## src/rtl/fcal_pkg.sv

```systemverilog
package fcal_pkg;

   // Target selection encoding shared by the trim unit and the bench
   typedef enum logic {
      TGT_LO = 1'b0,   // 1.0715 MHz band
      TGT_HI = 1'b1    // 4.286 MHz band
   } tgt_e;

   // Timing strobes produced by the window sequencer
   typedef struct packed {
      logic open;     // calibration window active
      logic gate;     // measurement gate active this cycle
      logic last;     // final cycle of the measurement gate
      logic commit;   // final cycle of the window
   } win_s;

endpackage

```

## src/rtl/fcal_window.sv

```systemverilog
module fcal_window
   import fcal_pkg::*;
#(
   parameter int WIN_CYC    = 3104,
   parameter int SETTLE_CYC = 64,
   parameter int MEAS_CYC   = 1024,
   parameter int VS_SYNC    = 2
) (
   input  logic clk,
   input  logic rst_n,
   input  logic vsync,
   output win_s win
);

   localparam int CW       = $clog2(WIN_CYC);
   localparam int GATE_END = SETTLE_CYC + MEAS_CYC;

   logic          vs_s;
   logic          vs_q;
   logic          vs_rise;
   logic          open_q;
   logic [CW-1:0] cnt_q;

   // Optional synchronizer in front of the edge detector
   generate
      if (VS_SYNC == 0) begin : g_nosync
         assign vs_s = vsync;
      end else begin : g_sync
         logic [VS_SYNC-1:0] sr_q;
         always_ff @(posedge clk or negedge rst_n) begin
            if (!rst_n) sr_q <= '0;
            else        sr_q <= (sr_q << 1) | VS_SYNC'(vsync);
         end
         assign vs_s = sr_q[VS_SYNC-1];
      end
   endgenerate

   assign vs_rise = vs_s & ~vs_q;

   always_ff @(posedge clk or negedge rst_n) begin
      if (!rst_n) begin
         vs_q   <= 1'b0;
         open_q <= 1'b0;
         cnt_q  <= '0;
      end else begin
         vs_q <= vs_s;
         if (!open_q) begin
            if (vs_rise) begin
               open_q <= 1'b1;
               cnt_q  <= '0;
            end
         end else if (cnt_q == CW'(WIN_CYC - 1)) begin
            open_q <= 1'b0;
            cnt_q  <= '0;
         end else begin
            cnt_q <= cnt_q + 1'b1;
         end
      end
   end

   always_comb begin
      win.open   = open_q;
      win.gate   = open_q && (cnt_q >= CW'(SETTLE_CYC)) && (cnt_q < CW'(GATE_END));
      win.last   = open_q && (cnt_q == CW'(GATE_END - 1));
      win.commit = open_q && (cnt_q == CW'(WIN_CYC - 1));
   end

endmodule

```

## src/rtl/fcal_meas.sv

```systemverilog
module fcal_meas #(
   parameter int MEAS_CYC = 1024,
   localparam int MW      = $clog2(MEAS_CYC + 1)
) (
   input  logic          clk,
   input  logic          rst_n,
   input  logic          gate,
   input  logic          last,
   input  logic          osc_tick,
   output logic [MW-1:0] result,
   output logic          done
);

   logic [MW-1:0] acc_q;

   // Counts ticks inside the gate; the final gate cycle is folded into the result
   always_ff @(posedge clk or negedge rst_n) begin
      if (!rst_n) begin
         acc_q  <= '0;
         result <= '0;
         done   <= 1'b0;
      end else begin
         done <= last;
         if (last) begin
            result <= acc_q + MW'(osc_tick);
            acc_q  <= '0;
         end else if (gate && osc_tick) begin
            acc_q <= acc_q + 1'b1;
         end
      end
   end

endmodule

```

## src/rtl/fcal_trim.sv

```systemverilog
module fcal_trim
   import fcal_pkg::*;
#(
   parameter int CODE_W    = 6,
   parameter int INIT_CODE = 32,
   parameter int MEAS_CYC  = 1024,
   parameter int EXP_HI    = 990,
   parameter int TOL_HI    = 10,
   parameter int SH_HI     = 1,
   parameter int EXP_LO    = 247,
   parameter int TOL_LO    = 2,
   parameter int SH_LO     = 0,
   parameter int MAX_STEP  = 8,
   parameter bit UP_RAISES = 1'b1,
   localparam int MW       = $clog2(MEAS_CYC + 1)
) (
   input  logic              clk,
   input  logic              rst_n,
   input  logic              tsel,
   input  win_s              win,
   input  logic              done,
   input  logic [MW-1:0]     result,
   output logic [CODE_W-1:0] code,
   output logic              locked
);

   localparam int SW                = $clog2(MAX_STEP + 1);
   localparam logic [CODE_W-1:0] CMAX = {CODE_W{1'b1}};

   logic              tsel_q;
   logic              chg;
   logic              stale_q;
   logic [MW-1:0]     exp_c;
   logic [MW-1:0]     tol_c;
   logic [3:0]        sh_c;
   logic [MW-1:0]     mag;
   logic [MW-1:0]     mag_sh;
   logic              slow;
   logic              in_band;
   logic              go_up;
   logic [SW-1:0]     nsteps;
   logic [SW-1:0]     budget_q;
   logic              up_q;
   logic [CODE_W-1:0] shadow_q;

   assign chg = (tsel != tsel_q);

   // Target-dependent constants
   always_comb begin
      if (tgt_e'(tsel_q) == TGT_HI) begin
         exp_c = MW'(EXP_HI);
         tol_c = MW'(TOL_HI);
         sh_c  = 4'(SH_HI);
      end else begin
         exp_c = MW'(EXP_LO);
         tol_c = MW'(TOL_LO);
         sh_c  = 4'(SH_LO);
      end
   end

   // Error magnitude, sign and step count
   always_comb begin
      slow    = (result < exp_c);
      mag     = slow ? (exp_c - result) : (result - exp_c);
      in_band = (mag <= tol_c);
      mag_sh  = mag >> sh_c;
      if (mag_sh == '0)                 nsteps = SW'(1);
      else if (mag_sh > MW'(MAX_STEP))  nsteps = SW'(MAX_STEP);
      else                              nsteps = SW'(mag_sh);
   end

   // Trim polarity: which direction of code raises the oscillator frequency
   generate
      if (UP_RAISES) begin : g_pol_pos
         assign go_up = slow;
      end else begin : g_pol_neg
         assign go_up = ~slow;
      end
   endgenerate

   always_ff @(posedge clk or negedge rst_n) begin
      if (!rst_n) begin
         tsel_q   <= 1'b0;
         stale_q  <= 1'b0;
         locked   <= 1'b0;
         budget_q <= '0;
         up_q     <= 1'b0;
         shadow_q <= CODE_W'(INIT_CODE);
         code     <= CODE_W'(INIT_CODE);
      end else begin
         tsel_q <= tsel;

         if (!win.open)  stale_q <= 1'b0;
         else if (chg)   stale_q <= 1'b1;

         if (chg) locked <= 1'b0;

         if (done && !stale_q && !chg) begin
            locked   <= in_band;
            budget_q <= in_band ? '0 : nsteps;
            up_q     <= go_up;
         end else if (budget_q != '0) begin
            if (stale_q || chg) begin
               budget_q <= '0;
            end else begin
               budget_q <= budget_q - 1'b1;
               if (up_q) begin
                  if (shadow_q != CMAX) shadow_q <= shadow_q + 1'b1;
               end else begin
                  if (shadow_q != '0)   shadow_q <= shadow_q - 1'b1;
               end
            end
         end

         // Enable strobe: publish the shadow, or roll it back on a stale window
         if (win.commit) begin
            if (!stale_q && !chg) code     <= shadow_q;
            else                  shadow_q <= code;
         end
      end
   end

endmodule

```

## src/rtl/fcal_ctrl.sv

```systemverilog
module fcal_ctrl
   import fcal_pkg::*;
#(
   parameter int CODE_W     = 6,
   parameter int INIT_CODE  = 32,
   parameter int WIN_CYC    = 3104,
   parameter int SETTLE_CYC = 64,
   parameter int MEAS_CYC   = 1024,
   parameter int EXP_HI     = 990,
   parameter int TOL_HI     = 10,
   parameter int SH_HI      = 1,
   parameter int EXP_LO     = 247,
   parameter int TOL_LO     = 2,
   parameter int SH_LO      = 0,
   parameter int MAX_STEP   = 8,
   parameter bit UP_RAISES  = 1'b1,
   parameter int VS_SYNC    = 2
) (
   input  logic              clk,
   input  logic              rst_n,
   input  logic              vsync,
   input  logic              osc_tick,
   input  logic              tsel,
   output logic [CODE_W-1:0] trim_code,
   output logic              osc_mode,
   output logic              locked
);

   localparam int MW = $clog2(MEAS_CYC + 1);

   // Elaboration-time parameter checks
   generate
      if (CODE_W < 2 || CODE_W > 16) begin : g_bad_codew
         $error("fcal_ctrl: CODE_W out of range");
      end
      if (INIT_CODE < 0 || INIT_CODE >= (1 << CODE_W)) begin : g_bad_init
         $error("fcal_ctrl: INIT_CODE does not fit CODE_W");
      end
      if (MAX_STEP < 1) begin : g_bad_step
         $error("fcal_ctrl: MAX_STEP must be at least 1");
      end
      if (WIN_CYC < SETTLE_CYC + MEAS_CYC + MAX_STEP + 4) begin : g_bad_win
         $error("fcal_ctrl: window too short for gate and stepping");
      end
      if (EXP_HI + TOL_HI > MEAS_CYC || EXP_LO + TOL_LO > MEAS_CYC) begin : g_bad_exp
         $error("fcal_ctrl: expected count exceeds gate length");
      end
      if (SH_HI > 15 || SH_LO > 15) begin : g_bad_sh
         $error("fcal_ctrl: step shift too large");
      end
      if (VS_SYNC < 0 || VS_SYNC > 4) begin : g_bad_sync
         $error("fcal_ctrl: VS_SYNC out of range");
      end
   endgenerate

   win_s          win;
   logic [MW-1:0] meas_res;
   logic          meas_done;

   fcal_window #(
      .WIN_CYC    (WIN_CYC),
      .SETTLE_CYC (SETTLE_CYC),
      .MEAS_CYC   (MEAS_CYC),
      .VS_SYNC    (VS_SYNC)
   ) u_win (
      .clk   (clk),
      .rst_n (rst_n),
      .vsync (vsync),
      .win   (win)
   );

   fcal_meas #(
      .MEAS_CYC (MEAS_CYC)
   ) u_meas (
      .clk      (clk),
      .rst_n    (rst_n),
      .gate     (win.gate),
      .last     (win.last),
      .osc_tick (osc_tick),
      .result   (meas_res),
      .done     (meas_done)
   );

   fcal_trim #(
      .CODE_W    (CODE_W),
      .INIT_CODE (INIT_CODE),
      .MEAS_CYC  (MEAS_CYC),
      .EXP_HI    (EXP_HI),
      .TOL_HI    (TOL_HI),
      .SH_HI     (SH_HI),
      .EXP_LO    (EXP_LO),
      .TOL_LO    (TOL_LO),
      .SH_LO     (SH_LO),
      .MAX_STEP  (MAX_STEP),
      .UP_RAISES (UP_RAISES)
   ) u_trim (
      .clk    (clk),
      .rst_n  (rst_n),
      .tsel   (tsel),
      .win    (win),
      .done   (meas_done),
      .result (meas_res),
      .code   (trim_code),
      .locked (locked)
   );

   assign osc_mode = win.open;

endmodule

```

## config.mk

```make
export PLATFORM = sky130hd
export DESIGN_NAME = fcal_ctrl
export DESIGN_NICKNAME = d
export VERILOG_FILES = /design/src/rtl/fcal_pkg.sv /design/src/rtl/fcal_window.sv /design/src/rtl/fcal_meas.sv /design/src/rtl/fcal_trim.sv /design/src/rtl/fcal_ctrl.sv
export SDC_FILE = /design/constraint.sdc
export NUM_CORES = 1
export LEC_CHECK = 0
export CAP_MARGIN = 20
export CORE_MARGIN = 4
export CORE_UTILIZATION = 45
export CTS_CLUSTER_SIZE = 16
export DETAILED_ROUTE_END_ITERATION = 12
export PLACE_DENSITY = 0.6
export SETUP_SLACK_MARGIN = 0.15
export SLEW_MARGIN = 10
export SYNTH_ARGS = -nofsm -noshare
export SYNTH_HDL_FRONTEND = slang
export SYNTH_SLANG_ARGS = --single-unit
```

## constraint.sdc

```tcl
create_clock -name clk -period 3.3 [get_ports clk]
set_input_delay 0.33 -clock clk [delete_from_list [all_inputs] [get_ports clk]]
set_output_delay 0.33 -clock clk [all_outputs]
set_load 0.01 [all_outputs]
```

==> results.cfg <==
[power]
p_leak_nw = 2.034
switchingPower_mw = 0.5339
powerDensity_nw_per_um2 = 389.0
ir_drop_mv = 0.2782
clkPwrFrac_pct = 39.3
switching_share_pct = 27.59
p_total_mw = 1.935
pwr-share-seq_pct = 44.5
p_int_mw = 1.401
combPwrFrac_pct = 16.2

[sta]
rsz0062_at_grt = true
max_freq_ghz = 0.3182
fin_setup_tns_ns = 0
tightest_slew_ns = 0.9446
period_share_pct = 95.23
final_max_slew_viol_count = 0
finalHoldViolCount = 0
slew_headroom_pct = 37.03
setup_viol = 0
fin_crit_ns = 3.143
clock_skew_ns = 0.008363
hold_slack_ns = 0.3534

[floorplanning]
core_region_area_um2 = 8891
die_h_um = 104.3
dieArea_um2 = 10880
die-width_um = 104.3
start_util_pct = 46.95
io_pins = 13
rows = 34

[clock_network]
root_buffer = clkbuf_8
clk_path_buf_depth = 2
cts_tree = built
worstSkewPairLatency_ns = 0.34
clk_pin_slew_ns = 0.06
cts_max_level = 3
cts_buffers = 9
cts.sinks = 59

[setup_path]
start_kind = flop
r2r-start = u_trim.tsel_q$_DFF_PN0_
crit_top_cell = a31o_4
slowest_delay_ns = 0.50
cp_slowest_cell = or4b_4
r2r_end = u_trim.locked$_DFFE_PN0P_
endpoint = u_trim.locked$_DFFE_PN0P_
crit_fanout = 12
required_ns = 3.57
rrSetupSlack_ns = 0.16
crit_chain = buf_6 -> ha_4 -> buf_4 -> a31o_4 -> a31o_4 -> a221o_1 -> nand2_1 -> nand4b_1 -> nor4_2 -> or4b_4 -> a21oi_2
arrival_ns = 3.41
worst-setup-path-type = reg2reg
rr_worst_depth = 11
critPathLaunch = u_trim.tsel_q$_DFF_PN0_
crit_path_end_kind = flop

[place]
hpwlAfterDp_um = 6912
io_buffer_count = 12
place_congestion = 0.9421
placedInstanceArea_um2 = 4447

[synthesis]
mappedNetlistArea_um2 = 4174
synth_seq_area_share_pct = 35.43
ys_types = 69
yosys.area.top_type = dfrtp_1
yosysTopAreaCellShare_pct = 34.17
synth_flop_cell = dfrtp_1
synth.avg_cell_area_um2 = 8.536
synth_edf_count = 0
async_reset_ff_share_pct = 100.0
synth_fp_nets = 517
ys_seq_elements = 59
synth_cells = 489
yosysWarnings = 0
ys_top_cells_by_area = dfrtp_1, ha_1, o21ai_0

[drt]
via_count = 3633
drcViolationCount = 0
viasPerCell = 5.767
ant_nets = 0
drtIter0Drc = 168
drt-total-wl_um = 9845
dr.pass1.iters = 7
wl_per_cell_um = 15.63

[grt]
gr-total-overflow = 0
grt_pass1_vias = 3488
grt_antenna_before_repair = 0
grt_max_degree = 49
groute.usage.overall_pct = 18.48
grt_pass1_wl_um = 16760

[cells_and_area]
n_fill_cell = 781
nNetsFinal = 545
drive_gt1_share_pct = 17.24
syn2layout_area_growth_pct = 19.18
final_common_cell = dfrtp_1
num_antenna_cells = 0
fin_area_um2 = 4975
final_cell_mix = dfrtp_1, nor2_1, nand2_1, o21ai_0, a21oi_1

[run_status]
status = completed

[run]
maxCapViolations = 0

[hold_path]
hold_class = reg2reg
how the worst min path moves through the flow:
stage | start | endpoint | depth (start not counted)
after CTS | rst_n | u_trim.shadow_q[0]$_DFF_PN0_ | 1
final | u_win.g_sync.sr_q[0]$_DFF_PN0_ | u_win.g_sync.sr_q[1]$_DFF_PN0_ | 0
after floorplan | rst_n | u_meas.acc_q[0]$_DFFE_PN0P_ | 0
after detailed placement | u_win.g_sync.sr_q[0]$_DFF_PN0_ | u_win.g_sync.sr_q[1]$_DFF_PN0_ | 0
after global placement | u_win.g_sync.sr_q[0]$_DFF_PN0_ | u_win.g_sync.sr_q[1]$_DFF_PN0_ | 0
after global routing | u_win.g_sync.sr_q[0]$_DFF_PN0_ | u_win.g_sync.sr_q[1]$_DFF_PN0_ | 0
power groups by stage:
stage,logic (mW),registers [mW],clock network [mW]
6_report,0.313,0.861,0.761
5_1_grt,0.354,0.875,0.824
4_1_cts,0.291,0.861,0.784
3_5_place_dp,0.280,0.872,0
3_3_place_gp,0.274,0.872,0
2_1_floorplan,0.222,0.850,0
cells in the mapped netlist, types with 7 or more instances:
library cell / count
inv_1: 25
nor4_1: 7
xnor2_1: 13
clkbuf_1: 14
nor3_1: 10
xor2_1: 16
nor2_1: 55
nand3_1: 16
nand2b_1: 9
a21oi_1: 35
nand4_1: 11
o21ai_0: 42
ha_1: 23
and3_1: 8
or3_1: 8
nand2_1: 46
dfrtp_1: 57
repair_timing:
action / CTS / global route
endpoints found under the hold margin: 0 / 11
endpoints found under the setup margin: 4 / 5
setup buffers: 5 / 7
pin swaps: 3 / 9
gates resized for setup: 8 / 25
hold buffers: 0 / 1
routing by layer:
metal  vias to the layer above  routed length, um  GRT usage (%)
met5                         -                  0              0
met4                         0                161          5.793
met3                        16                439          3.973
met2                        88               4602          29.47
met1                      1709               4642          25.04
li1                       1820                  -              -
metrics by stage:
stage	util, %	setup slack (ns)	std cells
5_1_grt	55.95	0.05713	630
6_report	55.95	0.1574	630
3_5_place_dp	50.01	0.03385	600
3_3_place_gp	50.01	0.1682	600
4_1_cts	53.56	0.1539	621
2_1_floorplan	-	0.1203	489
cell type report:
class / count / area, um2 / area share [%]
timing repair buffer: 40 / 355.3 / 7.143
inverter: 25 / 101.3 / 2.037
multi-input combinational: 382 / 2675 / 53.77
tap: 108 / 135.1 / 2.716
clock buffer: 13 / 158.9 / 3.194
clock inverter: 3 / 68.82 / 1.383
sequential: 59 / 1480 / 29.75
state kept, by name, indices dropped and copies added, names as in the netlist, 2 cells and up:
signal and cells:
u_meas.acc_q 11, u_trim.budget_q 4, u_win.g_sync.sr_q 2, u_trim.shadow_q 6
u_win.cnt_q 12, u_trim.code 6, u_meas.result 11
logic make-up (layout without fill, tap and decap cells):
group	after synthesis	after routing	synth area share, %
flops	59	59	35.43
simple gates	192	192	23.71
buf+inv	48	81	5.126
xor+xnor	29	29	6.085
fa+ha+maj	23	23	6.895
compound gates	130	130	20.71
mux	8	8	2.038
critical path, delay by kind of cell (launching register included):
family,cells,cell delay (ns)
AO/OA/AOI/OAI,4,0.94
adder cells (fa/ha/maj),1,0.22
buffers and inverters,2,0.34
flip-flops,1,0.48
AND/OR/NAND/NOR,4,1.08
(Power assumes the default switching activity.)
